<file path="config.mk">
export PLATFORM = sky130hd
export DESIGN_NAME = i2c_byte_target
export DESIGN_NICKNAME = d
export VERILOG_FILES = /design/src/rtl/i2ct_pkg.sv /design/src/rtl/i2ct_sync.sv /design/src/rtl/i2ct_events.sv /design/src/rtl/i2ct_engine.sv /design/src/rtl/i2c_byte_target.sv
export SDC_FILE = /design/constraint.sdc
export NUM_CORES = 1
export LEC_CHECK = 0
export ABC_AREA = 0
export ABC_CLOCK_PERIOD_IN_PS = 3300
export BUFFER_PORTS_ARGS = -buffer_cell sky130_fd_sc_hd__buf_4
export CORE_MARGIN = 2
export CORE_UTILIZATION = 50
export DETAILED_ROUTE_END_ITERATION = 12
export GPL_TIMING_DRIVEN = 0
export PLACE_DENSITY_LB_ADDON = 0.15
export SLEW_MARGIN = 20
export SYNTH_ARGS = -nofsm -noshare
export SYNTH_HDL_FRONTEND = slang
export SYNTH_SLANG_ARGS = --single-unit
</file>
<file path="constraint.sdc">
create_clock -name clk -period 3.3 [get_ports clk]
set_input_delay 0.66 -clock clk [delete_from_list [all_inputs] [get_ports clk]]
set_output_delay 0.66 -clock clk [all_outputs]
set_load 0.05 [all_outputs]
</file>
<file path="src/rtl/i2ct_pkg.sv">
package i2ct_pkg;

  typedef enum logic [2:0] {
    ST_IDLE,
    ST_ADDR,
    ST_AACK,
    ST_WDAT,
    ST_DACK,
    ST_RDAT,
    ST_MACK
  } tgt_state_e;

endpackage

</file>
<file path="src/rtl/i2ct_sync.sv">
module i2ct_sync #(
  parameter int WIDTH  = 2,
  parameter int STAGES = 2
) (
  input  logic             clk,
  input  logic             rst,
  input  logic [WIDTH-1:0] din,
  output logic [WIDTH-1:0] dout
);

  logic [STAGES-1:0][WIDTH-1:0] pipe;

  // Idle bus level is high, so every stage resets to ones.
  always_ff @(posedge clk) begin
    if (rst) begin
      pipe <= '1;
    end else begin
      pipe[0] <= din;
      for (int i = 1; i < STAGES; i++) begin
        pipe[i] <= pipe[i-1];
      end
    end
  end

  assign dout = pipe[STAGES-1];

endmodule

</file>
<file path="src/rtl/i2ct_events.sv">
module i2ct_events (
  input  logic clk,
  input  logic rst,
  input  logic scl_s,
  input  logic sda_s,
  output logic scl_rise,
  output logic scl_fall,
  output logic bus_start,
  output logic bus_stop
);

  logic scl_q;
  logic sda_q;

  always_ff @(posedge clk) begin
    if (rst) begin
      scl_q <= 1'b1;
      sda_q <= 1'b1;
    end else begin
      scl_q <= scl_s;
      sda_q <= sda_s;
    end
  end

  assign scl_rise  = scl_s & ~scl_q;
  assign scl_fall  = ~scl_s & scl_q;
  // Start and stop both need SCL high before and after the SDA edge.
  assign bus_start = scl_s & scl_q & sda_q & ~sda_s;
  assign bus_stop  = scl_s & scl_q & ~sda_q & sda_s;

endmodule

</file>
<file path="src/rtl/i2ct_engine.sv">
module i2ct_engine
  import i2ct_pkg::*;
#(
  parameter int ADDR_W = 7,
  parameter int DATA_W = 8
) (
  input  logic              clk,
  input  logic              rst,
  input  logic              sda_s,
  input  logic              scl_rise,
  input  logic              scl_fall,
  input  logic              bus_start,
  input  logic              bus_stop,
  input  logic              addr_nack,
  input  logic              data_nack,
  input  logic [DATA_W-1:0] tx_byte,
  output logic              sda_pull,
  output tgt_state_e        state,
  output logic              addr_nak_q,
  output logic              rep_valid,
  output logic [ADDR_W-1:0] rep_addr,
  output logic              rep_read,
  output logic [DATA_W-1:0] rep_data,
  output logic              rep_ack
);

  localparam int FRAME_BITS = ADDR_W + 1;
  localparam int MAX_BITS   = (FRAME_BITS > DATA_W) ? FRAME_BITS : DATA_W;
  localparam int CW         = $clog2(MAX_BITS + 1);

  logic [CW-1:0]         bit_cnt;
  logic [FRAME_BITS-1:0] frame_sh;
  logic [DATA_W-1:0]     rx_sh;
  logic [DATA_W-1:0]     tx_sh;

  always_ff @(posedge clk) begin
    if (rst) begin
      state      <= ST_IDLE;
      bit_cnt    <= '0;
      frame_sh   <= '0;
      rx_sh      <= '0;
      tx_sh      <= '0;
      sda_pull   <= 1'b0;
      addr_nak_q <= 1'b0;
      rep_valid  <= 1'b0;
      rep_addr   <= '0;
      rep_read   <= 1'b0;
      rep_data   <= '0;
      rep_ack    <= 1'b1;
    end else begin
      rep_valid <= 1'b0;
      if (bus_stop) begin
        state    <= ST_IDLE;
        sda_pull <= 1'b0;
      end else if (bus_start) begin
        state    <= ST_ADDR;
        bit_cnt  <= '0;
        sda_pull <= 1'b0;
      end else begin
        unique case (state)
          ST_ADDR: begin
            if (scl_rise) begin
              frame_sh <= {frame_sh[FRAME_BITS-2:0], sda_s};
              bit_cnt  <= bit_cnt + CW'(1);
            end else if (scl_fall && bit_cnt == CW'(FRAME_BITS)) begin
              state      <= ST_AACK;
              sda_pull   <= ~addr_nack;
              addr_nak_q <= addr_nack;
              rep_addr   <= frame_sh[FRAME_BITS-1:1];
              rep_read   <= frame_sh[0];
            end
          end
          ST_AACK: begin
            if (scl_fall) begin
              bit_cnt <= '0;
              if (addr_nak_q) begin
                state    <= ST_IDLE;
                sda_pull <= 1'b0;
              end else if (rep_read) begin
                state    <= ST_RDAT;
                sda_pull <= ~tx_byte[DATA_W-1];
                tx_sh    <= {tx_byte[DATA_W-2:0], 1'b0};
                rep_data <= tx_byte;
              end else begin
                state    <= ST_WDAT;
                sda_pull <= 1'b0;
              end
            end
          end
          ST_WDAT: begin
            if (scl_rise) begin
              rx_sh   <= {rx_sh[DATA_W-2:0], sda_s};
              bit_cnt <= bit_cnt + CW'(1);
            end else if (scl_fall && bit_cnt == CW'(DATA_W)) begin
              state    <= ST_DACK;
              sda_pull <= ~data_nack;
              rep_data <= rx_sh;
            end
          end
          ST_DACK: begin
            if (scl_rise) begin
              rep_valid <= 1'b1;
              rep_ack   <= sda_s;
            end else if (scl_fall) begin
              state    <= ST_IDLE;
              sda_pull <= 1'b0;
            end
          end
          ST_RDAT: begin
            if (scl_rise) begin
              bit_cnt <= bit_cnt + CW'(1);
            end else if (scl_fall) begin
              if (bit_cnt == CW'(DATA_W)) begin
                state    <= ST_MACK;
                sda_pull <= 1'b0;
              end else begin
                sda_pull <= ~tx_sh[DATA_W-1];
                tx_sh    <= {tx_sh[DATA_W-2:0], 1'b0};
              end
            end
          end
          ST_MACK: begin
            if (scl_rise) begin
              rep_valid <= 1'b1;
              rep_ack   <= sda_s;
              state     <= ST_IDLE;
            end
          end
          default: begin
            state    <= ST_IDLE;
            sda_pull <= 1'b0;
          end
        endcase
      end
    end
  end

endmodule

</file>
<file path="src/rtl/i2c_byte_target.sv">
module i2c_byte_target
  import i2ct_pkg::*;
#(
  parameter int ADDR_W      = 7,
  parameter int DATA_W      = 8,
  parameter int SYNC_STAGES = 2
) (
  input  logic              clk,
  input  logic              rst,
  input  logic              scl_i,
  input  logic              sda_i,
  output logic              sda_pull_o,
  input  logic              addr_nack_i,
  input  logic              data_nack_i,
  input  logic [DATA_W-1:0] tx_byte_i,
  output logic              rep_valid_o,
  output logic [ADDR_W-1:0] rep_addr_o,
  output logic              rep_read_o,
  output logic [DATA_W-1:0] rep_data_o,
  output logic              rep_ack_o
);

  logic [1:0] lines_s;
  logic       scl_s;
  logic       sda_s;
  logic       scl_rise;
  logic       scl_fall;
  logic       start_ev;
  logic       stop_ev;
  tgt_state_e eng_state;
  logic       addr_nak_q;

  i2ct_sync #(
    .WIDTH  (2),
    .STAGES (SYNC_STAGES)
  ) u_sync (
    .clk  (clk),
    .rst  (rst),
    .din  ({scl_i, sda_i}),
    .dout (lines_s)
  );

  assign scl_s = lines_s[1];
  assign sda_s = lines_s[0];

  i2ct_events u_events (
    .clk       (clk),
    .rst       (rst),
    .scl_s     (scl_s),
    .sda_s     (sda_s),
    .scl_rise  (scl_rise),
    .scl_fall  (scl_fall),
    .bus_start (start_ev),
    .bus_stop  (stop_ev)
  );

  i2ct_engine #(
    .ADDR_W (ADDR_W),
    .DATA_W (DATA_W)
  ) u_engine (
    .clk        (clk),
    .rst        (rst),
    .sda_s      (sda_s),
    .scl_rise   (scl_rise),
    .scl_fall   (scl_fall),
    .bus_start  (start_ev),
    .bus_stop   (stop_ev),
    .addr_nack  (addr_nack_i),
    .data_nack  (data_nack_i),
    .tx_byte    (tx_byte_i),
    .sda_pull   (sda_pull_o),
    .state      (eng_state),
    .addr_nak_q (addr_nak_q),
    .rep_valid  (rep_valid_o),
    .rep_addr   (rep_addr_o),
    .rep_read   (rep_read_o),
    .rep_data   (rep_data_o),
    .rep_ack    (rep_ack_o)
  );

endmodule

</file>
## Word level (Yosys, flattened, before mapping)

Index checks and enable logic that the tools add are counted.

- Register bits: 57
- Bits of input ports: 14

- Bitwise operators: 20
- Equal/unequal tests: 33
- Muxes and demuxes: 46
- Reduce and logical (&&, ||, !) cells: 19
- Add/subtract/negate cells: 1

Operators with widths:

| cell | number |
|---|---|
| $mux 8 | 11 |
| $mux 3 | 13 |
| $pmux 8 s2 | 2 |
| $reduce_and 11->1 | 2 |
| $ne 3x2->1 const B | 6 |
| $pmux 3 s6 | 1 |
| $reduce_and 4->1 | 4 |
| $ne 3x3->1 const B | 5 |
| $mux 1 | 14 |
| $ne 2x1->1 const B | 7 |
| $ne 2x2->1 const B | 7 |
| $not 1->1 | 13 |
| $mux 4 | 3 |
| $reduce_and 10->1 | 1 |
| $eq 3x3->1 const B | 3 |
| $reduce_and 9->1 | 1 |
| $pmux 4 s2 | 1 |
| $reduce_and 8->1 | 1 |
| $and 1x1->1 | 7 |
| $eq 3x2->1 const B | 2 |
| $pmux 1 s6 | 1 |
| $reduce_or 3->1 | 2 |
| $reduce_and 5->1 | 1 |
| $add 4x1->4 const B | 1 |
| other kinds (8) | 10 |

## Depth between registers and ports, before layout

Gate-level depths: netlist of run 1.

- Depth after elaboration: 7
- Mapped depth: 9
- Depth with buffers taken out: 7

## Modules after synthesis

From an unflattened synthesis of run 1, not the netlist that was laid out.

- Cells, all modules: 278
- Area total of the unflattened synthesis: 2573.7 µm²

By module, submodules not included:

| module | instances | cells each | seq. area each (µm²) | area an instance (µm²) |
|---|---|---|---|---|
| i2ct_engine | 1 | 260 | 1001.0 | 2368.5 |
| i2ct_sync | 1 | 10 | 80.1 | 120.1 |
| i2ct_events | 1 | 8 | 40.0 | 85.1 |

## Worst setup path after synthesis of run 1

No wires, ideal clock.

- Path kind: reg-to-reg
- Start point: register u_engine.rep_read
- End point: register u_engine.rep_data[6]
- Buffers on the path: 2
- Library setup time: 0.091 ns
- Data required time: 3.209 ns
- Slack: 1.562 ns
- Cell stages (with the launch flop): 7
- Data arrival time: 1.647 ns
- Path through: dfxtp_1 nor3b_1 o211a_1 buf_2 buf_2 nor2_1 a311oi_1

- Longest elaborated chain between the ends: 2

Ends and longest elaborated chain:

| element | line | text |
|---|---|---|
| start, declared | i2ct_engine.sv:22 | `output logic rep_read,` |
| start signal, assigned | i2ct_engine.sv:70 | `rep_read <= frame_sh[0];` |
| $ne 2x1->1 (no source line) | - |  |
| $reduce_and 8->1 (no source line) | - |  |
| end signal, assigned | i2ct_engine.sv:83 | `rep_data <= tx_byte;` |
| end signal, assigned | i2ct_engine.sv:97 | `rep_data <= rx_sh;` |
| end, declared | i2ct_engine.sv:23 | `output logic [DATA_W-1:0] rep_data,` |

Every way passes these cells.
A chain may end at the register's enable or synchronous reset.

## Final worst setup path of run 1

- Start point: register u_engine.bit_cnt[0]
- End point: register u_engine.rep_addr[5]

- Longest elaborated chain between the ends: 3

Ends and longest elaborated chain:

| element | line | text |
|---|---|---|
| start, declared | i2ct_engine.sv:31 | `logic [CW-1:0] bit_cnt;` |
| start signal, assigned | i2ct_engine.sv:64 | `bit_cnt <= bit_cnt + CW'(1);` |
| start signal, assigned | i2ct_engine.sv:93 | `bit_cnt <= bit_cnt + CW'(1);` |
| start signal, assigned | i2ct_engine.sv:111 | `bit_cnt <= bit_cnt + CW'(1);` |
| $eq 4x4->1 | i2ct_engine.sv:65 | `end else if (scl_fall && bit_cnt == CW'(FRAME_BITS)) begin` |
| $logic_and 1x1->1 | i2ct_engine.sv:65 |  |
| $reduce_and 5->1 (no source line) | - |  |
| end signal, assigned | i2ct_engine.sv:69 | `rep_addr <= frame_sh[FRAME_BITS-1:1];` |
| end, declared | i2ct_engine.sv:21 | `output logic [ADDR_W-1:0] rep_addr,` |

Every way passes these cells.

==> results of run 1 <==
## through the flow
step | setup slack, ns | instances | total power (W) | util (%) | hold WS (ns)
global placement | 1.409 | 408 | 0.0008398 | 57.30 | 0.3908
floorplan | 1.562 | 307 | 0.0007979 | - | 0.3895
detailed placement | 1.418 | 408 | 0.0008398 | 57.30 | 0.3932
global route | 1.219 | 416 | 0.001318 | 59.43 | 0.4329
CTS | 1.359 | 416 | 0.001275 | 59.43 | 0.4158
finish | 1.348 | 416 | 0.001270 | 59.43 | 0.4166
## path summary, 6_finish.rpt
kind	from	to	slack, ns	cells past startpoint
worst max-delay path	u_engine.bit_cnt[0]	u_engine.rep_addr[5]	1.35	8
worst max register to register	u_engine.bit_cnt[0]	u_engine.rep_addr[5]	1.35	8
worst min register to register	u_sync.pipe[0]	u_sync.dout[0]	0.42	1
worst min-delay path	u_sync.pipe[0]	u_sync.dout[0]	0.42	1
## worst register-to-register path: stages, from the launching register on
cell	delay, ns
sky130_fd_sc_hd__dfxtp_1	0.35
sky130_fd_sc_hd__inv_1	0.07
sky130_fd_sc_hd__ha_1	0.14
sky130_fd_sc_hd__nand3b_1	0.21
sky130_fd_sc_hd__nor2_1	0.31
sky130_fd_sc_hd__buf_2	0.28
sky130_fd_sc_hd__nand2_1	0.25
sky130_fd_sc_hd__nand2_1	0.15
sky130_fd_sc_hd__a21oi_1	0.07
## cell type report
class                           count  area [um2]
Timing Repair Buffer               31       232.7
Inverter                            5       18.77
Clock inverter                      2       35.03
Fill cell                         471        2046
Buffer                             25       123.9
Tap cell                           70       87.58
Clock buffer                        6       72.57
Sequential cell                    56        1121
Multi-Input combinational cell    221        1305
## flip-flops by register name (all words and copies together) (netlist names)
register             flops
u_engine.addr_nak_q      1
u_engine.bit_cnt         4
u_engine.frame_sh        8
u_engine.rep_ack         1
u_engine.rep_addr        7
u_engine.rep_data        8
u_engine.rep_read        1
u_engine.rep_valid       1
u_engine.rx_sh           8
u_engine.sda_pull        1
u_engine.state           3
u_engine.tx_sh           7
u_events.scl_q           1
u_events.sda_q           1
u_sync.dout              2
u_sync.pipe              2
## routing by layer
metal | share of wire (%) | up-vias
li1 | - | 1158
met1 | 49 | 1069
met2 | 46 | 51
met3 | 4.7 | 6
met4 | 1.2 | 0
met5 | 0 | -
## power breakdown
group          leakage, nW  switching, W  internal, W
registers            0.452    0.00000389     0.000683
clock network       0.0552      0.000219     0.000226
logic                0.630     0.0000873    0.0000518
total                 1.14      0.000310     0.000960
## cell usage in the layout, fill, tap and decap left out, types with 3 or more instances in the layout
master	Yosys	final
sky130_fd_sc_hd__or3_1	4	4
sky130_fd_sc_hd__clkbuf_8	0	5
sky130_fd_sc_hd__inv_1	5	5
sky130_fd_sc_hd__nand2_1	42	42
sky130_fd_sc_hd__or2_2	6	6
sky130_fd_sc_hd__nand3_1	28	28
sky130_fd_sc_hd__a211oi_2	3	3
sky130_fd_sc_hd__nor3b_1	3	3
sky130_fd_sc_hd__nor2b_1	5	5
sky130_fd_sc_hd__a211oi_1	6	6
sky130_fd_sc_hd__o21ai_0	16	16
sky130_fd_sc_hd__nand3b_1	3	3
sky130_fd_sc_hd__nor2_1	23	23
sky130_fd_sc_hd__buf_2	9	9
sky130_fd_sc_hd__a21oi_1	32	32
sky130_fd_sc_hd__dfxtp_1	56	56
sky130_fd_sc_hd__buf_4	1	32
sky130_fd_sc_hd__mux2i_1	9	9
sky130_fd_sc_hd__clkbuf_1	13	14
sky130_fd_sc_hd__a311oi_1	9	9
sky130_fd_sc_hd__nand2b_1	8	8
## logic make-up (layout without fill, tap and decap cells)
group / after synthesis / after routing / share of synthesized area [%]
adders and majority gates: 2 / 2 / 0.9740
and+or+nand+nor: 131 / 131 / 25.48
buffers and inverters: 30 / 69 / 5.553
muxes: 9 / 9 / 3.507
AOI/OAI and AO/OA: 78 / 78 / 20.51
xor gates and xnor gates: 1 / 1 / 0.3410
DFF: 56 / 56 / 43.64
==> impl_metrics.toml, run 1 <==
[timing]
max_freq_mhz = 512.4
drv_slew = 0
layout_min_cycle_time_ns = 1.952
portion_of_the_clock_cycle_consumed_by_the_worst_path_in_the_final_layout_pct = 59.14
finalSetupTns_ns = 0
clock_skew_ns = 0.007529
hold_viol = 0
timing_worst_slew_pin_value_ns = 0.6256
grt_setup_unrepaired = "false"
setup-violations-final = 0
slew_headroom_pct = 58.29

[clock_network]
tritoncts.num_buffers = 5
holdBufCountCts = 0
worst_skew_pair.late_latency_ns = 0.31
tritoncts_num_sinks = 56
clock_tree_from_tritoncts = "yes"
cells_resized_by_post_cts_repair = 0
clock_path_buffers = 2
post_cts_setup_buffer_count = 0
htree_num_levels = 2
clk_pin_slew_ns = 0.10
clk_root_buf = "sky130_fd_sc_hd__clkbuf_8"

[synth]
synth_async_sr_flop_share_pct = 0
yosysSeqAreaShare_pct = 43.64
syn-cell-area_um2 = 2569
post_synth.cell_area_avg_um2 = 8.367
yosys_register_bits = 56
synth.yosys.warnings = 0
ys_types = 42
netlist_top_cells_area = "sky130_fd_sc_hd__dfxtp_1, sky130_fd_sc_hd__a21oi_1, sky130_fd_sc_hd__nand2_1, sky130_fd_sc_hd__nand3_1, sky130_fd_sc_hd__mux2i_1"
synthesis.instances = 307
netlist.top_cell.by_area = "sky130_fd_sc_hd__dfxtp_1"
synth_top_flop_cell = "sky130_fd_sc_hd__dfxtp_1"
commonest_cells_in_the_netlist = "sky130_fd_sc_hd__dfxtp_1, sky130_fd_sc_hd__nand2_1, sky130_fd_sc_hd__a21oi_1"
synth-edff-count = 0
synth_top_area_share_pct = 43.64
mappedNetlistNets = 323
post-synth-top-count-cell = "sky130_fd_sc_hd__dfxtp_1"

[floorplanning]
design.die.area_um2 = 5727
coreArea_um2 = 5042
floorplan.die.width_um = 75.68
top_level_ports = 33
die_height_um = 75.68
initial_core_utilization_pct = 50.94
placement_rows = 26

[global_routing]
met3_use_gr_pct = 4.762
grt_max_degree = 17
m2_gr_usage_pct = 31.98
grt_first_pass_wirelength_um = 9363
gr-total-overflow = 0
groute.layer.met1.usage_pct = 32.32
antenna_found_initial = 0
aggregate_global_route_resource_usage_pct = 21.53
global_route.peak_usage_layer = "met1"
first_global_vias = 1939

[worst_setup_path]
crit_path_max_incr_delay_ns = 0.35
setup.worst_path.end_class = "register"
crit_family = "simple AND/OR/NAND/NOR gates"
critical_path_peak_fanout = 10
timing.critical_path.slowest_stage_cell = "sky130_fd_sc_hd__dfxtp_1"
cp.buffers_inverters = 2
start_kind = "register"
timing.critical_path.arrival_ns = 2.14
crit_path_cell_trace = "inv_1, ha_1, nand3b_1, nor2_1, buf_2, nand2_1, nand2_1, a21oi_1"
crit_type = "register to register"
cpMostUsedCell = "sky130_fd_sc_hd__nand2_1"
cp_data_required_time_ns = 3.49

[drt]
vias_per_cell = 5.490
postRouteAntennaNets = 0
route.detailed.wl_per_inst_um = 14.30
drtPass1Iterations = 5
postRouteWirelength_um = 5949
vias = 2284
drc_errors = 0
drtIter0Drc = 171

[pwr]
power.density_nw_per_um2 = 423.7
vdd_ir_max_mv = 0.2770
leak_pwr_nw = 1.137

[place]
io_buffer_count = 31
post_dp_cell_area_um2 = 2889
hpwl_um = 4233
place_congestion = 0.9343

[finish]
fin_nets = 361
flow.area_growth_from_synthesis_pct = 16.66
proportion_of_layout_cells_with_a_drive_suffix_above_1_pct = 18.79
finish.instance_area_um2 = 2997
diodes = 0

[min_path]
hold_path.class = "register to register"

[run_status]
outcome = "complete, no violations"

[job]
max_cap_viol_count = 0
Power figures use the tool's default switching activity.
==> run 2: changes to the inputs <==
--- a/config.mk
+++ b/config.mk
@@ -5,8 +5,8 @@
 export SDC_FILE = /design/constraint.sdc
 export NUM_CORES = 1
 export LEC_CHECK = 0
-export ABC_AREA = 0
-export ABC_CLOCK_PERIOD_IN_PS = 3300
+export ABC_AREA = 1
+export ABC_CLOCK_PERIOD_IN_PS = 1920
 export BUFFER_PORTS_ARGS = -buffer_cell sky130_fd_sc_hd__buf_4
 export CORE_MARGIN = 2
 export CORE_UTILIZATION = 50
==> constraint.sdc (replaced) <==
create_clock -name clk -period 1.92 [get_ports clk]
set_input_delay 0.384 -clock clk [delete_from_list [all_inputs] [get_ports clk]]
set_output_delay 0.384 -clock clk [all_outputs]
set_load 0.05 [all_outputs]
==> run 2 against run 1 <==
Count of clock-buffer cells in the layout down 1; first-iteration DRC count fell by 44%; clock power grew 82%; non-clock buffer count decreased by 18; largest power group unchanged; maximum frequency grew 15%; combinational power grew to 5.4 times the previous value; worst hold slack worse by 0.17 ns.
==> impl_metrics.toml, run 2 <==
[run_status]
outcome = "complete, no violations"

[synth]
synthesis.instances = 365
ys_types = 29
post_synth.cell_area_avg_um2 = 6.983
post-synth-top-count-cell = "sky130_fd_sc_hd__nor2_1"
synth.yosys.warnings = 0
synth-edff-count = 0
netlist.top_cell.by_area = "sky130_fd_sc_hd__dfxtp_1"
yosys_register_bits = 56
yosysSeqAreaShare_pct = 43.99
commonest_cells_in_the_netlist = "sky130_fd_sc_hd__nor2_1, sky130_fd_sc_hd__nand2_1, sky130_fd_sc_hd__dfxtp_1"
synth_top_area_share_pct = 43.99
syn-cell-area_um2 = 2549
synth_async_sr_flop_share_pct = 0
netlist_top_cells_area = "sky130_fd_sc_hd__dfxtp_1, sky130_fd_sc_hd__nor2_1, sky130_fd_sc_hd__nand2_1, sky130_fd_sc_hd__o21ai_0, sky130_fd_sc_hd__inv_1"
synth_top_flop_cell = "sky130_fd_sc_hd__dfxtp_1"
mappedNetlistNets = 381

[finish]
diodes = 0
reg_top3 = "u_engine.frame_sh (8), u_engine.rep_data (8), u_engine.rx_sh (8)"
most-common-layout-cells = "sky130_fd_sc_hd__nor2_1, sky130_fd_sc_hd__nand2_1, sky130_fd_sc_hd__dfxtp_1"
final_core_utilization_pct = 61.95
fin_nets = 419
proportion_of_layout_cells_with_a_drive_suffix_above_1_pct = 19.06
most_common_cell_after_layout_fill_and_taps_aside = "sky130_fd_sc_hd__nor2_1"
area_of_the_multi_input_gates_um2 = 1289
finish.cell_count_without_fillers = 471
flow.area_growth_from_synthesis_pct = 17.08
regArea_um2 = 1121
fillers = 472

[worst_setup_path]
timing.critical_path.slowest_stage_cell = "sky130_fd_sc_hd__dfxtp_1"
critical_path_peak_fanout = 9
cpMostUsedCell = "sky130_fd_sc_hd__nor2_1"
setup.worst_path.end_class = "register"
timing.critical_path.arrival_ns = 1.91
cp_data_required_time_ns = 2.13
cp.buffers_inverters = 3
start_kind = "register"
crit_path_cell_trace = "inv_1, ha_1, nand3_1, nor2_1, nor2_1, inv_2, nand2_2, inv_2, nor2_1, nor2_1"
crit_type = "register to register"
crit_family = "simple AND/OR/NAND/NOR gates"
crit_path_max_incr_delay_ns = 0.38

[timing]
hold_viol = 0
timing_worst_slew_pin_value_ns = 0.4751
portion_of_the_clock_cycle_consumed_by_the_worst_path_in_the_final_layout_pct = 88.16
layout_min_cycle_time_ns = 1.693
clock_skew_ns = 0.005316
slew_headroom_pct = 68.21
max_freq_mhz = 590.8
finalSetupTns_ns = 0
grt_setup_unrepaired = "false"
setup-violations-final = 0
drv_slew = 0

[drt]
vias = 2320
drtPass1Iterations = 4
vias_per_cell = 4.926
drtIter0Drc = 95
route.detailed.wl_per_inst_um = 11.51
postRouteWirelength_um = 5421
postRouteAntennaNets = 0
drc_errors = 0

[clock_network]
clk_pin_slew_ns = 0.10
tritoncts_num_sinks = 56
clock_path_buffers = 2
tritoncts.num_buffers = 5
htree_num_levels = 2
cells_resized_by_post_cts_repair = 0
clock_tree_from_tritoncts = "yes"
holdBufCountCts = 0
clk_root_buf = "sky130_fd_sc_hd__clkbuf_8"
post_cts_setup_buffer_count = 0
worst_skew_pair.late_latency_ns = 0.31

[pwr]
leak_pwr_nw = 1.412
power.density_nw_per_um2 = 954.3
vdd_ir_max_mv = 0.5219

[global_routing]
grt_first_pass_wirelength_um = 9128
aggregate_global_route_resource_usage_pct = 20.81
gr-total-overflow = 0
antenna_found_initial = 0
grt_max_degree = 20
first_global_vias = 2030

[floorplanning]
design.die.area_um2 = 5684
initial_core_utilization_pct = 52.91
top_level_ports = 33
die_height_um = 75.40
coreArea_um2 = 4817
floorplan.die.width_um = 75.40
placement_rows = 25

[place]
place_inst = 463
io_buffer_count = 31
place_congestion = 0.8110
hpwl_um = 4064

[job]
max_cap_viol_count = 0

[min_path]
hold_path.class = "input port to register"
==> run 2: cell type report <==
| type | count | area share (%) |
|---|---|---|
| multi-input cells | 276 | 43.19 |
| flip-flops and latches | 56 | 37.57 |
| repair buffers | 31 | 7.799 |
| inverters | 26 | 3.522 |
| well taps | 67 | 2.809 |
| clock buffers | 5 | 2.306 |
| clock inverters | 3 | 1.677 |
| plain buffers | 7 | 1.132 |
==> run 2: layer usage <==
metal / track usage, % / wire (um)
met1: 29.51 / 2715
met2: 32.75 / 2488
met3: 3.571 / 165
met4: 5.848 / 51
met5: 0 / 0
==> run 2: report_power, final <==
group,switching [W],leakage [nW],total (W),internal (W)
Combinational,0.000507,0.899,0.000754,0.000246
Sequential,0.0000585,0.453,0.00129,0.00123
Clock,0.000403,0.0607,0.000806,0.000403
==> run 2: logic make-up after synthesis <==
group / count (synthesis) / synth area share [%]
fa+ha+maj: 2 / 0.9817
buf+inv: 33 / 5.449
xor+xnor: 2 / 0.6874
compound gates: 57 / 12.03
flops: 56 / 43.99
simple gates: 215 / 36.87
==> run 2: path summary, 6_finish.rpt <==
path                                          start                   end  slack [ns]  cells past startpoint
worst min register to register       u_sync.pipe[1]        u_sync.dout[1]        0.42                      1
worst min-delay path                          scl_i        u_sync.pipe[1]        0.24                      2
worst max-delay path            u_engine.bit_cnt[0]  u_engine.rep_data[1]        0.23                     10
worst max register to register  u_engine.bit_cnt[0]  u_engine.rep_data[1]        0.23                     10
==> run 2: stage by stage <==
step	setup WS, ns	total power, W	area [um2]	hold slack (ns)
2_1_floorplan	0.4304	0.001902	2549	0.3895
3_3_place_gp	0.2411	0.002050	2865	0.3915
3_5_place_dp	0.2371	0.002062	2865	0.3989
4_1_cts	0.2097	0.002870	2984	0.2369
5_1_grt	0.04547	0.003023	2984	0.2445
6_report	0.2274	0.002848	2984	0.2419
==> run 3: changes to the inputs <==
--- a/config.mk
+++ b/config.mk
@@ -6,7 +6,6 @@
 export NUM_CORES = 1
 export LEC_CHECK = 0
 export ABC_AREA = 1
-export ABC_CLOCK_PERIOD_IN_PS = 1920
 export BUFFER_PORTS_ARGS = -buffer_cell sky130_fd_sc_hd__buf_4
 export CORE_MARGIN = 2
 export CORE_UTILIZATION = 50
==> constraint.sdc (replaced) <==
create_clock -name clk -period 1.7 [get_ports clk]
set_input_delay 0.34 -clock clk [delete_from_list [all_inputs] [get_ports clk]]
set_output_delay 0.34 -clock clk [all_outputs]
set_load 0.05 [all_outputs]
==> run 3 against run 2 <==
Cell area rose by 0.75%; utilization increased by 0.47 points; clock power grew 13%; worst setup slack got worse by 0.11 ns; global-route usage up 0.055 points; maximum frequency rose by 6.7%; sequential share of layout area decreased by 0.20 points; first-iteration DRC count grew 35%; count of clock-buffer cells in the layout did not move; wire length up 0.70%; worst hold slack got worse by 0.046 ns; critical path depth down 1; critical path type unchanged; largest cell class unchanged.
==> impl_metrics.toml, run 3 (synthesis gave the netlist of run 2 again) <==
[worst_setup_path]
crit_type = "register to register"
cpMostUsedCell = "sky130_fd_sc_hd__nand2_1"
crit_path_max_incr_delay_ns = 0.35
cp_data_required_time_ns = 1.92
timing.critical_path.slowest_stage_cell = "sky130_fd_sc_hd__dfxtp_2"
r2r-start = "u_engine.bit_cnt[0]"
worst_r2r_path_depth = 9
start_kind = "register"
rr_endpoint = "u_engine.addr_nak_q"
critical_path_peak_fanout = 10
setup.worst_path.end_class = "register"
crit_path_cell_trace = "inv_1, ha_1, nand2_1, nor2_2, nand2_1, nor2_4, inv_2, o21ai_0, a21oi_1"
r2r_slack_ns = 0.11
timing.critical_path.arrival_ns = 1.80

[pwr]
vdd_ir_max_mv = 0.5868
power_w = 0.003245
leak_pwr_nw = 1.416
power.density_nw_per_um2 = 1079

[timing]
portion_of_the_clock_cycle_consumed_by_the_worst_path_in_the_final_layout_pct = 93.33
setup-violations-final = 0
max_freq_mhz = 630.3
layout_min_cycle_time_ns = 1.587
drv_slew = 0
hold_ws_ns = 0.1954
timing_worst_slew_pin_value_ns = 0.4270
slew_headroom_pct = 71.53
clock_skew_ns = 0.005161
hold_viol = 0

[clock_network]
worst_skew_pair.late_latency_ns = 0.32
clock_tree_from_tritoncts = "yes"
clock_path_buffers = 2
tritoncts_num_sinks = 56
tritoncts.num_buffers = 5
clk_pin_slew_ns = 0.10
htree_num_levels = 2
post_cts_setup_buffer_count = 0
clk_root_buf = "sky130_fd_sc_hd__clkbuf_8"

[min_path]
min_to = "u_sync.pipe[1]"
min_from = "scl_i"
hold_path.class = "input port to register"
whs_path_depth = 2

[global_routing]
first_global_vias = 2041
grt_max_degree = 20
grt_first_pass_wirelength_um = 9156
antenna_found_initial = 0
gr-total-overflow = 0
aggregate_global_route_resource_usage_pct = 20.87

[place]
place_congestion = 0.8110
hpwl_um = 4064
io_buffer_count = 31
post_dp_cell_area_um2 = 2865

[floorplanning]
design.die.area_um2 = 5684
placement_rows = 25
coreArea_um2 = 4817
top_level_ports = 33
initial_core_utilization_pct = 52.91
floorplan.die.width_um = 75.40
die_height_um = 75.40

[finish]
fin_nets = 419
finish.instance_area_um2 = 3007
most-common-layout-cells = "sky130_fd_sc_hd__nor2_1, sky130_fd_sc_hd__nand2_1, sky130_fd_sc_hd__dfxtp_1"
most_common_cell_after_layout_fill_and_taps_aside = "sky130_fd_sc_hd__nor2_1"
diodes = 0
reg_top3 = "u_engine.frame_sh (8), u_engine.rep_data (8), u_engine.rx_sh (8)"
proportion_of_layout_cells_with_a_drive_suffix_above_1_pct = 20.54
final_core_utilization_pct = 62.42
fillers = 471
flow.area_growth_from_synthesis_pct = 17.97

[job]
max_cap_viol_count = 0

[drt]
vias_per_cell = 4.924
drtPass1Iterations = 5
postRouteAntennaNets = 0
vias = 2319
drtIter0Drc = 128
postRouteWirelength_um = 5459
drc_errors = 0
route.detailed.wl_per_inst_um = 11.59

[run_status]
outcome = "complete, no violations"
[run 3: changes by cell type in the layout (fill, tap and decap cells not counted)]
cell                      change
sky130_fd_sc_hd__nor2_2       +3
sky130_fd_sc_hd__nand2_2      -1
sky130_fd_sc_hd__dfxtp_2      +2
sky130_fd_sc_hd__nor2_4       +1
sky130_fd_sc_hd__nand2_4      +1
sky130_fd_sc_hd__dfxtp_1      -2
sky130_fd_sc_hd__nor2_1       -4
[run 3: repair_timing]
item | in CTS | in global routing
resized for setup | 1 | 7
hold endpoints to repair | 0 | 0
hold buffers | 0 | 0
setup endpoints to repair | 2 | 23
[run 3: area by class of cell]
cell class / instances / area [um2] / area share (%)
Multi-Input combinational cell: 276 / 1309 / 43.53
Buffer: 7 / 33.78 / 1.124
Inverter: 26 / 105.1 / 3.496
Clock buffer: 5 / 68.82 / 2.289
Timing Repair Buffer: 31 / 232.7 / 7.740
Sequential cell: 56 / 1124 / 37.37
Clock inverter: 3 / 50.05 / 1.665
Tap cell: 67 / 83.83 / 2.788
[run 3: layer usage]
metal | vias to the layer above | wire length, um | track usage [%]
li1 | 1229 | - | -
met1 | 1055 | 2673 | 29.51
met2 | 30 | 2543 | 32.95
met3 | 5 | 191 | 3.571
met4 | 0 | 51 | 5.848
met5 | - | 0 | 0
[run 3: where the power goes]
part / internal (W) / leakage (nW) / switching (W)
Sequential: 0.00139 / 0.454 / 0.0000659
Combinational: 0.000284 / 0.901 / 0.000588
Clock: 0.000455 / 0.0607 / 0.000459
Total: 0.00213 / 1.42 / 0.00111
[run 3: worst max-delay path: cells and delay by family, from the launching register on]
kind / cells / cell delay [ns]
AOI/OAI and AO/OA: 2 / 0.23
adders and majority gates: 1 / 0.17
buffers and inverters: 2 / 0.21
DFF: 1 / 0.35
and+or+nand+nor: 4 / 0.53
[run 3: worst max-delay path by stage]
stage / slack, ns / start / to / cells past startpoint
after floorplan: 0.21 / u_engine.rep_read / u_engine.rep_data[0] / 6
after CTS: 0.04 / u_engine.bit_cnt[0] / u_engine.rep_data[1] / 10
after global routing: -0.007 / u_engine.bit_cnt[0] / u_engine.rep_data[7] / 10
after detailed placement: 0.02 / u_engine.bit_cnt[0] / u_engine.rep_data[2] / 10
after global placement: 0.02 / u_engine.bit_cnt[0] / u_engine.rep_data[6] / 10
final: 0.11 / u_engine.bit_cnt[0] / u_engine.addr_nak_q / 9
[run 3: metrics by stage]
step / setup TNS (ns) / cells / worst slack (ns)
6_report: 0 / 471 / 0.1135
5_1_grt: -0.01189 / 471 / -0.006790
4_1_cts: 0 / 471 / 0.03878
3_5_place_dp: 0 / 463 / 0.01711
3_3_place_gp: 0 / 463 / 0.02111
2_1_floorplan: 0 / 365 / 0.2104
